<file path="src/rtl/crtc_pkg.sv">
package crtc_pkg;
  parameter int DOT_BITS = 3;
  parameter int H_W      = 9;
  parameter int HSE_W    = 5;
  parameter int HBE_W    = 7;
  parameter int V_W      = 11;
  parameter int VSE_W    = 4;
  parameter int VBE_W    = 8;
  parameter int H_BIAS   = 5;
  parameter int V_BIAS   = 2;
  localparam int CH_W    = H_W + 1;
  localparam int LN_W    = V_W + 1;

  typedef struct packed {
    logic [H_W-1:0]   h_total;
    logic [H_W-1:0]   h_disp_end;
    logic [H_W-1:0]   h_blank_start;
    logic [HBE_W-1:0] h_blank_end;
    logic [H_W-1:0]   h_sync_start;
    logic [HSE_W-1:0] h_sync_end;
    logic [V_W-1:0]   v_total;
    logic [V_W-1:0]   v_disp_end;
    logic [V_W-1:0]   v_blank_start;
    logic [VBE_W-1:0] v_blank_end;
    logic [V_W-1:0]   v_sync_start;
    logic [VSE_W-1:0] v_sync_end;
  } crtc_regs_t;
endpackage

</file>
<file path="src/rtl/crtc_shadow.sv">
module crtc_shadow import crtc_pkg::*; (
  input  logic       clk_i,
  input  logic       rst_ni,
  input  logic       frame_wrap_i,
  input  crtc_regs_t regs_i,
  output logic       loaded_o,
  output logic       load_o,
  output crtc_regs_t shadow_o,
  output crtc_regs_t eff_o
);
  logic       loaded_q;
  crtc_regs_t shadow_q;

  assign load_o = ~loaded_q | frame_wrap_i;

  always_ff @(posedge clk_i or negedge rst_ni) begin
    if (!rst_ni) begin
      loaded_q <= 1'b0;
      shadow_q <= '0;
    end else begin
      loaded_q <= 1'b1;
      if (load_o) shadow_q <= regs_i;
    end
  end

  // new values apply to span evaluation on the capture edge itself
  assign eff_o    = load_o ? regs_i : shadow_q;
  assign shadow_o = shadow_q;
  assign loaded_o = loaded_q;
endmodule

</file>
<file path="src/rtl/crtc_h_count.sv">
module crtc_h_count import crtc_pkg::*; (
  input  logic                clk_i,
  input  logic                rst_ni,
  input  logic                run_i,
  input  logic [CH_W-1:0]     last_char_i,
  output logic [DOT_BITS-1:0] dot_o,
  output logic [CH_W-1:0]     char_o,
  output logic [CH_W-1:0]     char_next_o,
  output logic                char_adv_o,
  output logic                char_wrap_o
);
  logic [DOT_BITS-1:0] dot_q;
  logic [CH_W-1:0]     char_q;

  assign char_adv_o  = run_i & (&dot_q);
  assign char_wrap_o = char_adv_o & (char_q == last_char_i);

  always_comb begin
    char_next_o = char_q;
    if (char_adv_o) char_next_o = char_wrap_o ? '0 : char_q + 1'b1;
  end

  always_ff @(posedge clk_i or negedge rst_ni) begin
    if (!rst_ni) begin
      dot_q  <= '0;
      char_q <= '0;
    end else if (run_i) begin
      dot_q  <= dot_q + 1'b1;
      char_q <= char_next_o;
    end
  end

  assign dot_o  = dot_q;
  assign char_o = char_q;
endmodule

</file>
<file path="src/rtl/crtc_v_count.sv">
module crtc_v_count import crtc_pkg::*; (
  input  logic            clk_i,
  input  logic            rst_ni,
  input  logic            step_i,
  input  logic [LN_W-1:0] last_line_i,
  output logic [LN_W-1:0] line_o,
  output logic [LN_W-1:0] line_next_o,
  output logic            frame_wrap_o
);
  logic [LN_W-1:0] line_q;

  assign frame_wrap_o = step_i & (line_q == last_line_i);

  always_comb begin
    line_next_o = line_q;
    if (step_i) line_next_o = frame_wrap_o ? '0 : line_q + 1'b1;
  end

  always_ff @(posedge clk_i or negedge rst_ni) begin
    if (!rst_ni) line_q <= '0;
    else         line_q <= line_next_o;
  end

  assign line_o = line_q;
endmodule

</file>
<file path="src/rtl/crtc_span.sv">
module crtc_span #(
  parameter int POS_W   = 10,
  parameter int START_W = 9,
  parameter int END_W   = 5
) (
  input  logic               clk_i,
  input  logic               rst_ni,
  input  logic               upd_i,
  input  logic [POS_W-1:0]   pos_i,
  input  logic [START_W-1:0] start_i,
  input  logic [END_W-1:0]   end_i,
  output logic               active_o
);
  logic act_q;
  logic hit_start, hit_end;

  assign hit_start = (pos_i == POS_W'(start_i));
  assign hit_end   = (pos_i[END_W-1:0] == end_i);

  always_ff @(posedge clk_i or negedge rst_ni) begin
    if (!rst_ni)                  act_q <= 1'b0;
    else if (upd_i && hit_start)  act_q <= 1'b1;
    else if (upd_i && hit_end)    act_q <= 1'b0;
  end

  assign active_o = act_q;
endmodule

</file>
<file path="src/rtl/crtc_timing_gen.sv">
module crtc_timing_gen import crtc_pkg::*; (
  input  logic             clk_i,
  input  logic             rst_ni,
  input  logic [H_W-1:0]   h_total_i,
  input  logic [H_W-1:0]   h_disp_end_i,
  input  logic [H_W-1:0]   h_blank_start_i,
  input  logic [HBE_W-1:0] h_blank_end_i,
  input  logic [H_W-1:0]   h_sync_start_i,
  input  logic [HSE_W-1:0] h_sync_end_i,
  input  logic [V_W-1:0]   v_total_i,
  input  logic [V_W-1:0]   v_disp_end_i,
  input  logic [V_W-1:0]   v_blank_start_i,
  input  logic [VBE_W-1:0] v_blank_end_i,
  input  logic [V_W-1:0]   v_sync_start_i,
  input  logic [VSE_W-1:0] v_sync_end_i,
  input  logic             h_sync_neg_i,
  input  logic             v_sync_neg_i,
  input  logic             h_sync_off_i,
  input  logic             v_sync_off_i,
  input  logic             screen_off_i,
  output logic             hsync_o,
  output logic             vsync_o,
  output logic             disp_en_o,
  output logic             blank_o,
  output logic [V_W-1:0]   line_o,
  output logic             vretrace_o
);
  crtc_regs_t          regs_in, sh_q, eff;
  logic                loaded_q, load;
  logic [DOT_BITS-1:0] dot_q;
  logic [CH_W-1:0]     char_q, char_next;
  logic                char_adv, char_wrap;
  logic [LN_W-1:0]     line_q, line_next;
  logic                frame_wrap;
  logic                h_upd, v_upd;
  logic                hs_act, hb_act, vs_act, vb_act;
  logic [CH_W-1:0]     last_char;
  logic [LN_W-1:0]     last_line;

  assign regs_in = '{h_total: h_total_i, h_disp_end: h_disp_end_i,
                     h_blank_start: h_blank_start_i, h_blank_end: h_blank_end_i,
                     h_sync_start: h_sync_start_i, h_sync_end: h_sync_end_i,
                     v_total: v_total_i, v_disp_end: v_disp_end_i,
                     v_blank_start: v_blank_start_i, v_blank_end: v_blank_end_i,
                     v_sync_start: v_sync_start_i, v_sync_end: v_sync_end_i};

  // biased totals: last index = total register + bias - 1
  assign last_char = CH_W'(sh_q.h_total) + CH_W'(H_BIAS - 1);
  assign last_line = LN_W'(sh_q.v_total) + LN_W'(V_BIAS - 1);

  crtc_shadow u_shadow (
    .clk_i, .rst_ni, .frame_wrap_i(frame_wrap), .regs_i(regs_in),
    .loaded_o(loaded_q), .load_o(load), .shadow_o(sh_q), .eff_o(eff)
  );

  crtc_h_count u_hcnt (
    .clk_i, .rst_ni, .run_i(loaded_q), .last_char_i(last_char),
    .dot_o(dot_q), .char_o(char_q), .char_next_o(char_next),
    .char_adv_o(char_adv), .char_wrap_o(char_wrap)
  );

  crtc_v_count u_vcnt (
    .clk_i, .rst_ni, .step_i(char_wrap), .last_line_i(last_line),
    .line_o(line_q), .line_next_o(line_next), .frame_wrap_o(frame_wrap)
  );

  assign h_upd = ~loaded_q | char_adv;
  assign v_upd = ~loaded_q | char_wrap;

  crtc_span #(.POS_W(CH_W), .START_W(H_W), .END_W(HSE_W)) u_hsync (
    .clk_i, .rst_ni, .upd_i(h_upd), .pos_i(char_next),
    .start_i(eff.h_sync_start), .end_i(eff.h_sync_end), .active_o(hs_act)
  );

  crtc_span #(.POS_W(CH_W), .START_W(H_W), .END_W(HBE_W)) u_hblank (
    .clk_i, .rst_ni, .upd_i(h_upd), .pos_i(char_next),
    .start_i(eff.h_blank_start), .end_i(eff.h_blank_end), .active_o(hb_act)
  );

  crtc_span #(.POS_W(LN_W), .START_W(V_W), .END_W(VSE_W)) u_vsync (
    .clk_i, .rst_ni, .upd_i(v_upd), .pos_i(line_next),
    .start_i(eff.v_sync_start), .end_i(eff.v_sync_end), .active_o(vs_act)
  );

  crtc_span #(.POS_W(LN_W), .START_W(V_W), .END_W(VBE_W)) u_vblank (
    .clk_i, .rst_ni, .upd_i(v_upd), .pos_i(line_next),
    .start_i(eff.v_blank_start), .end_i(eff.v_blank_end), .active_o(vb_act)
  );

  assign hsync_o    = (hs_act & ~h_sync_off_i) ^ h_sync_neg_i;
  assign vsync_o    = (vs_act & ~v_sync_off_i) ^ v_sync_neg_i;
  assign vretrace_o = vs_act;
  assign blank_o    = hb_act | vb_act;
  assign disp_en_o  = loaded_q & ~screen_off_i &
                      (char_q <= CH_W'(sh_q.h_disp_end)) &
                      (line_q <= LN_W'(sh_q.v_disp_end));
  assign line_o     = line_q[V_W-1:0];
endmodule

</file>
<file path="config.mk">
export PLATFORM = sky130hd
export DESIGN_NAME = crtc_timing_gen
export DESIGN_NICKNAME = d
export VERILOG_FILES = /design/src/rtl/crtc_pkg.sv /design/src/rtl/crtc_shadow.sv /design/src/rtl/crtc_h_count.sv /design/src/rtl/crtc_v_count.sv /design/src/rtl/crtc_span.sv /design/src/rtl/crtc_timing_gen.sv
export SDC_FILE = /design/constraint.sdc
export NUM_CORES = 1
export LEC_CHECK = 0
export ABC_AREA = 1
export CORE_ASPECT_RATIO = 0.5
export CORE_MARGIN = 2
export CORE_UTILIZATION = 55
export DETAILED_ROUTE_END_ITERATION = 10
export PLACE_DENSITY_LB_ADDON = 0.12
export SETUP_SLACK_MARGIN = 0.2
export SYNTH_ARGS = -nofsm -noshare
export SYNTH_HDL_FRONTEND = slang
export SYNTH_SLANG_ARGS = --single-unit
</file>
<file path="constraint.sdc">
create_clock -name clk_i -period 3.2 [get_ports clk_i]
set_input_delay 0.64 -clock clk_i [delete_from_list [all_inputs] [get_ports clk_i]]
set_output_delay 0.64 -clock clk_i [all_outputs]
set_load 0.05 [all_outputs]
</file>
# After elaboration in Yosys (flattened, before gate mapping)
# Index checks and enable logic that the tools add are counted.
dict set report word_totals {
  output_inout_bits 16
  input_bits 111
  wordCells 81
  register_bits 134
}
dict set report classes {
  addsub 5
  n_bitwise 18
  eq_ne 10
  mux 13
  order_cmp 2
  reduce_logical 13
}
# operator n
set op_table {}
lappend op_table {{$mux W86} 1}
lappend op_table {{$eq A12 B11 Y1} 2}
lappend op_table {{$mux W12} 2}
lappend op_table {{$eq A10 B9 Y1} 2}
lappend op_table {{$mux W10} 2}
lappend op_table {{$add A11 B1 Y12 const B} 1}
lappend op_table {{$add A12 B1 Y12 const B} 1}
lappend op_table {{$eq A12 B12 Y1} 1}
lappend op_table {{$le A12 B11 Y1} 1}
lappend op_table {{$add A10 B1 Y10 const B} 1}
lappend op_table {{$add A9 B3 Y10 const B} 1}
lappend op_table {{$eq A10 B10 Y1} 1}
lappend op_table {{$le A10 B9 Y1} 1}
lappend op_table {{$and A1 B1 Y1} 8}
lappend op_table {{$eq A8 B8 Y1} 1}
lappend op_table {{$logic_and A1 B1 Y1} 8}
lappend op_table {{$mux W1} 8}
lappend op_table {{$reduce_bool A2 Y1} 4}
lappend op_table {{$eq A7 B7 Y1} 1}
lappend op_table {{$eq A5 B5 Y1} 1}
lappend op_table {{$eq A4 B4 Y1} 1}
lappend op_table {{$not A1 Y1} 4}
lappend op_table {{$or A1 B1 Y1} 4}
lappend op_table {{$add A3 B1 Y3 const B} 1}
lappend op_table {{2 further kinds} 3}

# Longest topological paths before layout
# Gate-level depths: netlist (run 1).
dict set report logic_depth {
  word_depth 10
  mapped_depth 24
  depth_no_buf 22
}

# Modules after synthesis
# A second synthesis (run 1) with hierarchy kept.
dict set report hier_totals {
  cells_unflattened 1243
  area_unflattened_um2 8493.1
}
# mod area_per_inst_um2 cells_per_inst seq_area_each_um2 n_inst
set by_module_without_submodules {}
lappend by_module_without_submodules {crtc_shadow 4165.2 454 2627.5 1}
lappend by_module_without_submodules {crtc_h_count 1023.5 157 325.3 1}
lappend by_module_without_submodules {crtc_v_count 983.4 162 300.3 1}
lappend by_module_without_submodules {crtc_timing_gen 950.9 161 0.0 1}
lappend by_module_without_submodules {{crtc_span (u_vsync)} 365.4 84 25.0 1}
lappend by_module_without_submodules {{crtc_span (u_vblank)} 357.8 76 25.0 1}
lappend by_module_without_submodules {{crtc_span (u_hblank)} 350.3 82 25.0 1}
lappend by_module_without_submodules {{crtc_span (u_hsync)} 296.5 67 25.0 1}

# Worst setup path before layout (run 1)
# No wires, ideal clock.
dict set report synth_path {
  path_type {reg-to-output}
  from {register u_vcnt.line_q[9] (netlist: u_vcnt.line_o[9])}
  to {output port disp_en_o}
  stages_incl_launch_ff 9
  path_buffers 0
  arrival_time_ps 3764
  path_slack_ps -1204
  required_ps 2560
  cell_sequence {dfrtp_1 ha_1 nand2_1 inv_1 o21ai_0 nand2_1 a2111oi_0 a31oi_1 a2111oi_0}
}
dict set report synth_via {
  elab_chain_cells 2
}
# element line_no
set synth_rtl {}
lappend synth_rtl {{start, declared} crtc_v_count.sv:10} ;# logic [LN_W-1:0] line_q;
lappend synth_rtl {{start signal, assigned} crtc_v_count.sv:21} ;# else line_q <= line_next_o;
lappend synth_rtl {{$le A12 B11 Y1} crtc_timing_gen.sv:96} ;# (line_q <= LN_W'(sh_q.v_disp_end));
lappend synth_rtl {{$and A1 B1 Y1} crtc_timing_gen.sv:95} ;# (char_q <= CH_W'(sh_q.h_disp_end)) &
lappend synth_rtl {{end, declared} crtc_timing_gen.sv:23} ;# output logic disp_en_o,
# Every way passes these cells.

# Final worst setup path (run 1)
dict set report layout_path {
  from {register u_vcnt.line_q[2] (netlist: u_vcnt.line_o[2])}
  to {output port disp_en_o}
}
# Same word-level chain as after synthesis.

==> results of run 1 <==
## sequential cells by signal (all words and copies together) (netlist names)
register / flops
u_hcnt.dot_o: 3
u_shadow.shadow_o: 104
u_hsync.active_o: 1
u_hcnt.char_o: 10
u_vcnt.line_o: 12
u_shadow.loaded_o: 1
u_vsync.active_o: 1
u_vblank.active_o: 1
u_hblank.active_o: 1
## area by class of cell
class                      count  share of cell area
sequential                   134               0.307
timing repair buffer         167               0.156
clock buffer                  17              0.0388
tap                          198              0.0226
inverter                     151              0.0521
clock inverter                14              0.0161
multi-input combinational    871               0.407
## placed cells by master, fill, tap and decap left out, types with 3 or more instances in the layout
cell	netlist	routed
nand4_1	22	22
nand2_1	428	424
inv_2	5	11
mux2_2	5	5
dfrtp_2	0	10
bufinv_16	0	3
clkdlybuf4s50_1	0	124
nand2_2	3	7
clkbuf_16	0	20
nand3_2	1	5
nand3_1	137	133
clkinv_2	0	3
o21ai_0	64	64
o211ai_1	5	5
inv_1	146	139
buf_4	18	30
ha_4	0	6
o21bai_1	3	3
buf_6	4	3
clkinv_4	0	4
nor2_4	2	7
o21ai_1	3	3
dfrtp_1	134	124
xnor2_1	5	5
nor2_2	3	8
xor2_1	23	22
buf_12	0	4
a21oi_1	12	12
nor4_1	3	3
nor3_1	11	11
nand3b_1	11	11
ha_1	26	20
nor2_1	83	73
## through the flow
| stage | setup slack, ps | util |
|---|---|---|
| after global routing | 8.35 | 0.745 |
| final | 92.4 | 0.745 |
| after floorplan | 523 | - |
| after detailed placement | 230 | 0.671 |
| after CTS | 47.3 | 0.720 |
| after global placement | 267 | 0.671 |
## worst max path at each step
stage                startpoint  slack (ps)           endpoint
2_1_floorplan  u_vcnt.line_o[9]         520          disp_en_o
3_3_place_gp   u_vcnt.line_o[1]         270          disp_en_o
3_5_place_dp    u_hcnt.dot_o[0]         230  u_vblank.active_o
4_1_cts        u_vcnt.line_o[1]          50          disp_en_o
5_1_grt        u_vcnt.line_o[1]           8          disp_en_o
6_report       u_vcnt.line_o[2]          90          disp_en_o
## cells in the mapped netlist, drive strengths merged (12+ instances only)
library cell  instances  area share
xor2                 23       0.024
a21oi                12      0.0071
nor3                 14       0.011
nand3               138       0.083
o21ai                67       0.040
nor2                 88       0.042
inv                 151       0.067
dfrtp               134        0.40
nand4                23       0.018
buf                  37       0.029
ha                   26       0.039
nand2               433        0.20
## critical path, cell delays in order (launching register included)
cell and delay (ps):
dfrtp_2 450, ha_4 240, nand2_1 90, o21bai_1 120, nand2_1 130, a2111oi_4 400, a31oi_2 100, a2111oi_4 280
clkbuf_16 240
## kinds of logic (layout without fill, tap and decap cells)
kind of cell | after synthesis | in the layout | synth area share
adders and majority gates | 26 | 26 | 0.0386
xor gates and xnor gates | 28 | 28 | 0.0291
other | 1 | 1 | 0.000445
and+or+nand+nor | 716 | 716 | 0.366
muxes | 5 | 5 | 0.00669
AOI/OAI and AO/OA | 95 | 95 | 0.0620
DFF | 134 | 134 | 0.398
buffers and inverters | 194 | 349 | 0.0994
## layer usage
| metal | track usage | routed length [um] |
|---|---|---|
| met3 | 0.0712 | 2760 |
| met4 | 0.0691 | 328 |
| met1 | 0.485 | 12000 |
| met5 | 0 | 0 |
| met2 | 0.440 | 10600 |
## what timing repair did
action,in CTS,in global routing
pin swaps,5,11
buffers inserted,7,16
endpoints found under the setup margin,1,10
gates cloned,0,2
gates resized for setup,15,47
hold buffers,0,0
## power by group
group	switching (mW)	internal, mW	total (mW)	leakage, nW
combinational	0.737	0.522	1.26	3.62
sequential	0.122	1.87	1.99	1.64
clock	0.829	1.23	2.06	0.295
==> impl_metrics.yaml, run 1 <==
flow_run:
  max-cap-violations: 0
finish:
  nFillCells: 1099
  fin_nets: 1479
  diodes: 0
  regArea_sq_mm: 0.00337
  multiInputGateArea_sq_mm: 0.00445
  area_delta_synth_final_pct: 30.0
  post-route-cell-area_sq_mm: 0.0110
  final_cells: 1552
  drive_gt1_frac: 0.109
setup_path:
  worstPathRequired_ps: 2560
  rr_endpoint: "u_vsync.active_o"
  worstSetupEndpointType: "output pin"
  cp-start-kind: "register"
  r2r_start: "u_hcnt.dot_o[0]"
  r2r_cells: 17
  cp.arrival_ps: 2470
  r2r_slack_ps: 260
  crit_type: "reg2out"
  critPathMaxFanout: 2
clocking:
  cts_tree: "done"
  clockBufferDepth: 2
  cts_root_buf: "clkbuf_16"
  cts-htree-levels: 4
  clock_latency_ps: 430
  clock-sinks: 134
  clkSlewWorstSetupHoldPaths_ps: 60
  cts_buffers: 17
timing:
  clock_skew_ps: 10.9
  min_period_ps: 3110
  fin_tns_setup_ps: 0
  setup_viol: 0
  fin_hold_ws_ps: 234
  slew_headroom: 0.564
  fmax_mhz: 322
  maxSlewViolCount: 0
  fin_crit_sh: 0.971
  rsz0062_at_grt: "yes"
  worst_pin_slew_ps: 654
  hold_viol_final: 0
grt:
  grt_pass1_wl_um: 39600
  antenna_found_initial: 0
  grt_overflow_total: 0
  grt_max_degree: 70
  first_global_vias: 7785
  grtUsageTotal: 0.313
worst_hold_path:
  min_path_type: "in2async"
synth:
  yosysWarnings: 0
  ys_ff_latch: 134
  seq_area_frac_synth: 0.398
  synth_nets: 1336
  avgSynthCellArea_sq_um: 7.02
  synth_edf_count: 0
  async_flop_share: 1.00
  syn_area_sq_mm: 0.00842
  ys_types: 43
  syn_inst: 1199
  synth_ff_type: "dfrtp_1"
floorplanning:
  initial_core_util: 0.573
  core_sq_mm: 0.0147
  fp.dieW_um: 179
  pin_count: 127
  rows: 31
  die_area_sq_mm: 0.0164
  die_h_um: 91.5
pwr:
  total_power_mw: 5.31
  p_per_area_mw_per_mm2: 485
  vdd_ir_drop_max_v: 0.000413
  power_leakage_nw: 5.55
routing:
  vias: 8570
  viasPerCell: 5.52
  first_iter_violations: 936
  drc: 0
  dr.pass1.iters: 9
  routedWlPerCell_um: 16.6
  final_antenna_net_count: 0
  wirelength_um: 25700
place:
  port_buffers: 126
  dp_hpwl_um: 17800
  placed_cell_area_sq_mm: 0.00986
  dp_cells: 1496
  place.gp.congestion: 0.947
status:
  outcome: "complete, no violations"
No activity file was read; power rests on OpenSTA's default activity.
==> inputs of run 2 (changes only) <==
PLACE_DENSITY = 0.81   (was default)
PLACE_DENSITY_LB_ADDON = default   (was 0.12)
clock period = 2.9 ns   (was 3.2 ns; I/O delays follow)
==> impl_metrics.yaml, run 2 (synthesis results as in run 1) <==
finish:
  diodes: 0
  final_cell_mix: "355 x nand2_1, 141 x inv_1, 129 x nand3_1"
  final_cells: 1597
  area_delta_synth_final_pct: 43.1
  fin_nets: 1523
  drive_gt1_frac: 0.207
  final_common_cell: "nand2_1"
  finish.utilization: 0.820
  largest_reg_flops: 104
timing:
  maxSlewViolCount: 0
  rsz0062_at_grt: "yes"
  setup_viol: 5
  fin_tns_setup_ps: -675
  min_period_ps: 3310
  fin_ws_ps: -405
  slew_headroom: 0.457
  clock_skew_ps: 12.3
  fin_hold_ws_ps: 62.1
  worst_pin_slew_ps: 815
  fin_crit_sh: 1.14
  hold_viol_final: 0
  fmax_mhz: 303
pwr:
  power_frac_seq: 0.356
  p_sw_mw: 2.02
  pwr-share-comb: 0.266
  power_leakage_nw: 6.09
  pwr-share-clk: 0.378
  vdd_ir_drop_max_v: 0.000373
  p_sw_frac: 0.328
  p_int_mw: 4.15
  p_per_area_mw_per_mm2: 512
place:
  dp_hpwl_um: 18600
  dp_cells: 1508
  port_buffers: 126
  place.gp.congestion: 0.937
grt:
  grtUsageTotal: 0.355
  grt_pass1_wl_um: 44300
  grt_max_degree: 70
  antenna_found_initial: 0
  first_global_vias: 8385
  grt_overflow_total: 0
setup_path:
  path_cells: "ha_1 > a21oi_1 > nand3b_1 > a21oi_1 > a2111oi_4 > a31oi_2 > a2111oi_4 > buf_12"
  worstSetupEndpointType: "output pin"
  worstPathRequired_ps: 2320
  r2r_slack_ps: -100
  cp.arrival_ps: 2730
  critical_path.max_stage_delay_ps: 470
  cpMaxStageDelayCell: "dfrtp_2"
  crit_type: "reg2out"
  r2r_start: "u_shadow.shadow_o[48]"
  r2r_cells: 23
  cp-start-kind: "register"
  critPathMaxFanout: 5
  rr_endpoint: "u_hsync.active_o"
floorplanning:
  fp.dieW_um: 179
  die_h_um: 91.5
  core_sq_mm: 0.0147
  initial_core_util: 0.573
  rows: 31
  pin_count: 127
  die_area_sq_mm: 0.0164
clocking:
  clkSlewWorstSetupHoldPaths_ps: 60
  cts_root_buf: "clkbuf_16"
  cts_tree: "done"
  cts_buffers: 17
  clock_latency_ps: 430
  clock-sinks: 134
  clockBufferDepth: 2
  cts-htree-levels: 4
  holdBufCountCts: 0
routing:
  viasPerCell: 5.79
  vias: 9246
  final_antenna_net_count: 0
  wirelength_um: 30900
  first_iter_violations: 1097
  drc: 0
  dr.pass1.iters: 5
  routedWlPerCell_um: 19.4
status:
  violations: "negative setup slack"
  outcome: "finished, violations left"
worst_hold_path:
  min_path_type: "in2async"
flow_run:
  max-cap-violations: 0
==> run 2: changes by cell type in the layout (fill, tap and decap cells not counted), moves of 5 or more <==
| cell | before | now |
|---|---|---|
| buf_6 | 3 | 14 |
| nand2_1 | 424 | 355 |
| nor2_1 | 73 | 67 |
| o21ai_2 | 0 | 22 |
| o21ai_1 | 3 | 11 |
| mux2_2 | 5 | 0 |
| buf_16 | 1 | 9 |
| nand2_2 | 7 | 56 |
| o21ai_0 | 64 | 34 |
| mux2_4 | 0 | 5 |
| nand2_4 | 1 | 21 |
| nor2_2 | 8 | 17 |
| buf_12 | 4 | 13 |
| buf_4 | 30 | 43 |
==> run 2: critical path, delay by kind of cell (launching register included) <==
kind / cells / cell delay, ps
AO/OA/AOI/OAI: 5 / 1080
adder cells (fa/ha/maj): 1 / 360
buffers and inverters: 1 / 190
flip-flops: 1 / 470
AND/OR/NAND/NOR: 1 / 190
==> run 2: final cells by class <==
cell class	instances	area, sq um
clock buffer	18	439
clock inverter	14	175
fill	909	2650
inverter	151	569
multi-input combinational	871	4830
sequential	134	3360
tap	198	248
timing repair buffer	211	2430
==> run 2: what timing repair did <==
item                                    4_1_cts  5_1_grt
gates resized for setup                      98      135
endpoints found under the setup margin       10       48
setup buffers                                30       10
pin swaps                                    23       38
gates cloned                                  8        9
==> run 2: worst max path at each step <==
| stage | start | to | slack [ps] |
|---|---|---|---|
| 2_1_floorplan | u_vcnt.line_o[9] | disp_en_o | 280 |
| 6_report | u_vcnt.line_o[5] | disp_en_o | -410 |
| 5_1_grt | u_vcnt.line_o[9] | disp_en_o | -470 |
| 3_5_place_dp | u_hcnt.dot_o[0] | u_vblank.active_o | -60 |
| 4_1_cts | u_vcnt.line_o[1] | disp_en_o | -200 |
| 3_3_place_gp | u_shadow.shadow_o[97] | u_vblank.active_o | -20 |
==> run 2: power groups by stage <==
| stage | clock network, mW | registers [mW] | logic (mW) |
|---|---|---|---|
| 2_1_floorplan | 0 | 2.17 | 0.816 |
| 3_3_place_gp | 0 | 2.21 | 1.26 |
| 3_5_place_dp | 0 | 2.21 | 1.29 |
| 4_1_cts | 2.30 | 2.18 | 1.44 |
| 5_1_grt | 2.42 | 2.21 | 1.78 |
| 6_report | 2.33 | 2.20 | 1.64 |
==> run 2: layer usage <==
layer	GRT usage	wire length, um	part of all wire
met5	0	0	0
met4	0.0915	779	0.025
met3	0.0909	3700	0.12
met2	0.527	13500	0.44
met1	0.514	12900	0.42
==> run 2: per-stage QoR <==
stage                     power (mW)  worst slack [ps]  cell area (sq um)
after floorplan                 2.99               283               8440
after global placement          3.47             -18.1               9980
after detailed placement        3.50             -55.2               9980
after CTS                       5.92              -201              11400
after global routing            6.40              -472              12100
final                           6.17              -405              12100
